$ cat config.mk
export PLATFORM = sky130hd
export DESIGN_NAME = microseq
export DESIGN_NICKNAME = d
export VERILOG_FILES = /design/src/rtl/microseq_pkg.sv /design/src/rtl/microseq_ir.sv /design/src/rtl/microseq_sec.sv /design/src/rtl/microseq_addr.sv /design/src/rtl/microseq.sv
export SDC_FILE = /design/constraint.sdc
export NUM_CORES = 1
export LEC_CHECK = 0
export ABC_AREA = 1
export ABC_CLOCK_PERIOD_IN_PS = 800
export BUFFER_PORTS_ARGS = -buffer_cell sky130_fd_sc_hd__buf_2
export CAP_MARGIN = 15
export CORE_MARGIN = 3
export CORE_UTILIZATION = 40
export DETAILED_ROUTE_END_ITERATION = 16
export GPL_TIMING_DRIVEN = 0
export PLACE_DENSITY = 0.73
export SYNTH_ARGS = -nofsm -noshare
export SYNTH_HDL_FRONTEND = slang
export SYNTH_SLANG_ARGS = --single-unit
$ cat constraint.sdc
create_clock -name clk -period 0.8 [get_ports clk]
set_clock_uncertainty 0.1 [all_clocks]
set_input_delay 0.16 -clock clk [delete_from_list [all_inputs] [get_ports clk]]
set_output_delay 0.16 -clock clk [all_outputs]
set_load 0.03 [all_outputs]
$ cat src/rtl/microseq_pkg.sv
package microseq_pkg;
  localparam int IR_W   = 16;
  localparam int DISP_W = 4;
  // Instruction bit numbers (MSB-first) feeding dispatch bits DISP_W-1 .. 0
  localparam int DISP_SRC [DISP_W] = '{0, 5, 6, 7};
endpackage

$ cat src/rtl/microseq_ir.sv
module microseq_ir
  import microseq_pkg::*;
(
  input  logic              clk,
  input  logic              rst,
  input  logic              ld,
  input  logic [IR_W-1:0]   mem_data,
  output logic [IR_W-1:0]   ir_q,
  output logic              fire,
  output logic [DISP_W-1:0] disp_bits
);
  logic armed;

  always_ff @(posedge clk) begin
    if (rst) begin
      ir_q  <= '0;
      armed <= 1'b0;
    end else begin
      if (ld) ir_q <= mem_data;
      if (ld)        armed <= 1'b1;
      else if (fire) armed <= 1'b0;
    end
  end

  assign fire = armed & ~ld;

  for (genvar g = 0; g < DISP_W; g++) begin : g_pick
    assign disp_bits[DISP_W-1-g] = ir_q[IR_W-1-DISP_SRC[g]];
  end

  p_ir_load_r4: assert property (@(posedge clk) disable iff (rst)
    ld |=> ir_q == $past(mem_data));
  p_ir_hold_r4: assert property (@(posedge clk) disable iff (rst)
    !ld |=> $stable(ir_q));
  p_one_shot_r6: assert property (@(posedge clk) disable iff (rst)
    fire |=> !fire);
endmodule

$ cat src/rtl/microseq_sec.sv
module microseq_sec
  import microseq_pkg::*;
(
  input  logic              clk,
  input  logic              rst,
  input  logic              fn,
  input  logic              use_req,
  input  logic [IR_W-1:0]   ir_q,
  output logic              hit,
  output logic [DISP_W-1:0] sec_bits
);
  logic              valid;
  logic [DISP_W-1:0] cls_d;
  logic [DISP_W-1:0] cls_q;

  always_comb begin
    if (ir_q[IR_W-1]) cls_d = {ir_q[7:6], ir_q[5:4]};
    else              cls_d = {2'b11, ir_q[12:11]};
  end

  always_ff @(posedge clk) begin
    if (rst) begin
      valid <= 1'b0;
      cls_q <= '0;
    end else if (fn) begin
      valid <= 1'b1;
      cls_q <= cls_d;
    end else if (hit) begin
      valid <= 1'b0;
    end
  end

  assign hit      = use_req & valid;
  assign sec_bits = hit ? cls_q : '0;

  p_sec_clear_r8: assert property (@(posedge clk) disable iff (rst)
    (hit && !fn) |=> !hit);
  p_sec_latch_r7: assert property (@(posedge clk) disable iff (rst)
    fn |=> cls_q == $past(cls_d));
endmodule

$ cat src/rtl/microseq_addr.sv
module microseq_addr
  import microseq_pkg::*;
#(
  parameter int AW = 10
) (
  input  logic              clk,
  input  logic              rst,
  input  logic [AW-1:0]     base,
  input  logic              fire,
  input  logic [DISP_W-1:0] disp_bits,
  input  logic              hit,
  input  logic [DISP_W-1:0] sec_bits,
  output logic [AW-1:0]     uaddr
);
  localparam int HI_W = AW - DISP_W;

  logic [DISP_W-1:0] low_or;
  logic [AW-1:0]     nxt;

  assign low_or = (fire ? disp_bits : '0) | sec_bits;

  if (HI_W > 0) begin : g_wide
    assign nxt = base | {{HI_W{1'b0}}, low_or};
  end else begin : g_narrow
    assign nxt = base | low_or[AW-1:0];
  end

  always_ff @(posedge clk) begin
    if (rst) uaddr <= '0;
    else     uaddr <= nxt;
  end

  p_plain_branch_r1: assert property (@(posedge clk) disable iff (rst)
    (!fire && !hit) |=> uaddr == $past(base));
  p_base_kept_r3: assert property (@(posedge clk) disable iff (rst)
    1'b1 |=> (uaddr & $past(base)) == $past(base));
endmodule

$ cat src/rtl/microseq.sv
module microseq
  import microseq_pkg::*;
#(
  parameter int AW = 10
) (
  input  logic            clk,
  input  logic            rst,
  input  logic [AW-1:0]   uc_next,
  input  logic            uc_ld_ir,
  input  logic            uc_sec_fn,
  input  logic            uc_sec_use,
  input  logic [IR_W-1:0] mem_data,
  output logic [IR_W-1:0] ir_q,
  output logic [AW-1:0]   uaddr
);
  logic              fire;
  logic [DISP_W-1:0] disp_bits;
  logic              hit;
  logic [DISP_W-1:0] sec_bits;

  microseq_ir u_ir (
    .clk(clk), .rst(rst), .ld(uc_ld_ir), .mem_data(mem_data),
    .ir_q(ir_q), .fire(fire), .disp_bits(disp_bits)
  );

  microseq_sec u_sec (
    .clk(clk), .rst(rst), .fn(uc_sec_fn), .use_req(uc_sec_use),
    .ir_q(ir_q), .hit(hit), .sec_bits(sec_bits)
  );

  microseq_addr #(.AW(AW)) u_addr (
    .clk(clk), .rst(rst), .base(uc_next), .fire(fire),
    .disp_bits(disp_bits), .hit(hit), .sec_bits(sec_bits), .uaddr(uaddr)
  );

  p_fire_after_load_r2: assert property (@(posedge clk) disable iff (rst)
    ($past(uc_ld_ir) && !$past(rst) && !uc_ld_ir) |-> fire);
  p_reload_defers_r5: assert property (@(posedge clk) disable iff (rst)
    uc_ld_ir |-> !fire);
  p_reset_state_r9: assert property (@(posedge clk)
    $past(rst) |-> (uaddr == '0 && ir_q == '0 && !fire && !hit));
endmodule

Yosys cells after proc, flatten, opt, wreduce, memory -nomap -nowiden
Cells that the tools add are included.
{"block": "word_totals", "input_bits": 31, "word_cells": 19, "out_inout_bits": 26, "regBits": 32}
{"block": "classes", "n_mux": 7, "bitwise_logic": 5, "reduce_logical": 2}
{"op": "4-bit 2-to-1 mux", "count": 3}
{"op": "10-bit by 4-bit OR with 10-bit output", "count": 1}
{"op": "1-bit 2-to-1 mux", "count": 4}
{"op": "4-bit OR", "count": 1}
{"op": "2-bit nonzero test", "count": 2}
{"op": "1-bit bitwise AND", "count": 2}
{"op": "1-bit NOT", "count": 1}

Logic depth before layout (Yosys ltp)
{"block": "depth", "depth_word": 5, "ltp_mapped": 6}

Cells and area by module
From an unflattened synthesis, not the netlist that was laid out.
{"block": "unflattened", "hier_cells": 186, "area_unflattened_um2": 1301.2}
{"module": "microseq_ir", "instances": 1, "area_per_inst_um2": 742.0, "cells_per_inst": 111}
{"module": "microseq_addr", "instances": 1, "area_per_inst_um2": 321.6, "cells_per_inst": 35}
{"module": "microseq_sec", "instances": 1, "area_per_inst_um2": 237.7, "cells_per_inst": 40}

Worst setup path before layout
No wires, ideal clock.
{"block": "synth_timing", "path_kind": "reg-to-reg", "start": "register u_ir.ir_q[15]", "end": "register u_sec.cls_q[0]", "t_arrival_ns": 0.886, "stages_incl_launch_ff": 6, "slack_ns": -0.294, "required_ns": 0.591, "path_cell_list": "dfxtp_1 inv_1 nand2_1 nand3_1 nand2_1 inv_1"}
{"block": "synth_between", "elab_chain_len": 1}
{"item": "start, declared", "line": "microseq_ir.sv:8", "rtl": "output logic [IR_W-1:0] ir_q,"}
{"item": "start signal, assigned", "line": "microseq_ir.sv:19", "rtl": "if (ld) ir_q <= mem_data;"}
{"item": "4-bit 2-to-1 mux", "line": "microseq_sec.sv:17", "rtl": "if (ir_q[IR_W-1]) cls_d = {ir_q[7:6], ir_q[5:4]};"}
{"item": "end signal, assigned", "line": "microseq_sec.sv:27", "rtl": "cls_q <= cls_d;"}
{"item": "end, declared", "line": "microseq_sec.sv:14", "rtl": "logic [DISP_W-1:0] cls_q;"}
Every way passes these cells.
A chain may end at the register's enable or synchronous reset.

Final worst setup path
{"block": "layout_timing", "start": "register u_ir.ir_q[10]", "end": "output port ir_q[10]"}
{"item": "end, declared", "line": "microseq.sv:13", "rtl": "output logic [IR_W-1:0] ir_q,"}
No word-level cell between the ends.

==> impl_metrics.json <==
{
  "switching_share_pct": 27.4,
  "drt_pass1_iterations": 4,
  "cp.depth": 1,
  "cpMaxStageDelayCell": "dfxtp_2",
  "hp-class": "in2reg",
  "p_per_area_nw_per_um2": 1860,
  "ant_nets": 0,
  "cpLargestDelayFamily": "flip-flops",
  "grt_pass1_vias": 1266,
  "ys_seq_area_share_pct": 54.9,
  "ys_ff_latch": 32,
  "nets": 261,
  "start_util_pct": 44.7,
  "wl_um": 3450,
  "vdd_drop_max_uv": 1710,
  "tightest_slew_ps": 224,
  "clock_latency_ps": 330,
  "avgSynthCellArea_um2": 7.78,
  "antenna_found_initial": 0,
  "coreArea_um2": 2610,
  "clock-sinks": 32,
  "die_area_um2": 3600,
  "path_cells": "buf_6",
  "cap_viol_max_count": 0,
  "leakagePower_nw": 1.03,
  "fmax_mhz": 915,
  "critPathBufInv": 1,
  "status": "complete, but fails checks",
  "drive_above_1_share_pct": 55.8,
  "grtUsageTotal_pct": 20.5,
  "timing.hold.ws_ps": -54.7,
  "synth_area_leaders": "dfxtp_1, nor2_1, inv_1",
  "p_sw_w": 0.00104,
  "synthToLayoutAreaGrowth_pct": 74.0,
  "chipWidth_um": 60.0,
  "min_period_over_period_pct": 137,
  "rows": 18,
  "crit_type": "reg2out",
  "synth_top_area_share_pct": 54.9,
  "cp_data_required_time_ps": 540,
  "p_clk_share_pct": 31.8,
  "place_area_um2": 1510,
  "portBuffers": 54,
  "max_slew_margin_pct": 85.0,
  "clkTransAtPathRegs_ps": 100,
  "routabilityCongestion": 0.809,
  "finalSetupViolCount": 42,
  "timing.final.ws_setup_ps": -293,
  "avgViaCountPerCell": 4.81,
  "numCtsBuffers": 5,
  "r2r_end": "u_sec.cls_q[0]",
  "die_y_um": 60.0,
  "dpl.hpwl_um": 2150,
  "cp_slowest_stage_delay_ps": 370,
  "routedWlPerCell_um": 13.2,
  "internal_power_w": 0.00274,
  "ios": 57,
  "cts_tree": "built",
  "end_kind": "primary output",
  "setup-tns-final_ps": -7910,
  "drc_errors": 0,
  "cp-endpoint": "ir_q[10]",
  "finish.utilization_pct": 77.7,
  "total_power_w": 0.00378,
  "diodes": 0,
  "vias": 1255,
  "slew_viol_final": 0,
  "start_kind": "register",
  "p_seq_share_pct": 47.3,
  "drt_iter0_drc": 32,
  "ctsHtreeMaxLevel": 2,
  "p_comb_share_pct": 20.9,
  "ys_types": 13,
  "clockBufferDepth": 2,
  "grt_max_degree": 11,
  "min_period_ps": 1090,
  "synth_top_area_cell": "dfxtp_1",
  "synth_nets": 181,
  "reg2reg_from": "u_ir.ir_q[15]",
  "violations": "negative hold slack, negative setup slack",
  "critPathLaunch": "u_ir.ir_q[10]",
  "reg2reg_depth": 6,
  "synthCells": 150,
  "cp_max_fo": 2,
  "rsz0062_at_grt": "yes",
  "cts-root-buf": "clkbuf_4",
  "hold_viol_final": 13,
  "arrival_ps": 830,
  "rrSetupSlack_ps": -170,
  "grt-ovfl-total": 0,
  "grt_first_pass_wirelength_um": 5440,
  "syn-cell-area_um2": 1170,
  "yosys_warnings": 0,
  "design_area_um2": 2030
}
## per-stage QoR
step	cells	setup WS, ps
floorplan	150	-62.3
global placement	234	-119
detailed placement	234	-134
CTS	261	-291
global route	261	-319
finish	261	-293
## cell usage after synthesis
library cell  instances
nor2_1               39
buf_6                 4
dfxtp_1              32
clkbuf_2              1
nand3_1              14
a21oi_1               4
o21ai_0              14
nand2_1              19
buf_2                 1
inv_2                 1
o31ai_2               1
inv_1                19
inv_4                 1
## sequential cells by signal, summed over array words and instances, names as in the netlist
register / count
u_ir.ir_q: 16
u_addr.uaddr: 10
u_sec.cls_q: 4
u_ir.armed: 1
u_sec.valid: 1
## final cells by class
cell class,count,area [um^2]
Clock inverter,2,35.0
Tap cell,30,37.5
Buffer,6,55.1
Multi-Input combinational cell,91,478
Timing Repair Buffer,73,624
Clock buffer,6,41.3
Inverter,21,81.3
Sequential cell,32,678
Fill cell,184,582
## how the worst min path moves through the flow
stage            startpoint               to  slack [ps]  cells past startpoint
2_1_floorplan           rst    u_ir.ir_q[15]         140                      1
3_3_place_gp     uc_next[8]  u_addr.uaddr[8]         260                      3
3_5_place_dp     uc_next[9]  u_addr.uaddr[9]         270                      3
4_1_cts        mem_data[12]    u_ir.ir_q[12]         -60                      3
5_1_grt         mem_data[1]     u_ir.ir_q[1]         -50                      3
6_report       mem_data[14]    u_ir.ir_q[14]         -50                      3
## routing by layer
metal	vias to the layer above	wire [um]	GRT usage [%]
met4	0	60	9.49
met1	575	1290	21.6
met2	45	1870	36.1
met3	6	231	7.13
li1	629	-	-
met5	-	0	0
## cell usage in the layout, fill, tap and decap left out, types with 5 or more instances in the layout
master	count
buf_6	37
inv_1	18
nand2_1	15
buf_2	29
clkbuf_4	5
nand3_2	7
nor2_1	39
o21ai_2	6
dlygate4sd3_1	9
nand3_1	6
dfxtp_2	27
## cell families (layout without fill, tap and decap cells)
| logic type | count (synthesis) | after routing | synth area share (%) |
|---|---|---|---|
| simple gates | 72 | 72 | 24.7 |
| flops | 32 | 32 | 54.9 |
| buf+inv | 27 | 108 | 11.7 |
| compound gates | 19 | 19 | 8.79 |
## power groups by stage
stage | combinational [W] | sequential, W | clock (W)
after floorplan | 0.000188 | 0.00196 | 0
after global placement | 0.000533 | 0.00180 | 0
after detailed placement | 0.000546 | 0.00180 | 0
after CTS | 0.000753 | 0.00178 | 0.00121
after global routing | 0.000854 | 0.00180 | 0.00128
final | 0.000790 | 0.00179 | 0.00120
## timing repair
action | in CTS | in global routing
hold endpoints to repair | 25 | 14
hold buffers | 8 | 1
setup endpoints to repair | 34 | 44
pin swaps | 3 | 7
setup buffers | 11 | 1
resized for setup | 77 | 20
(Power assumes the default switching activity.)
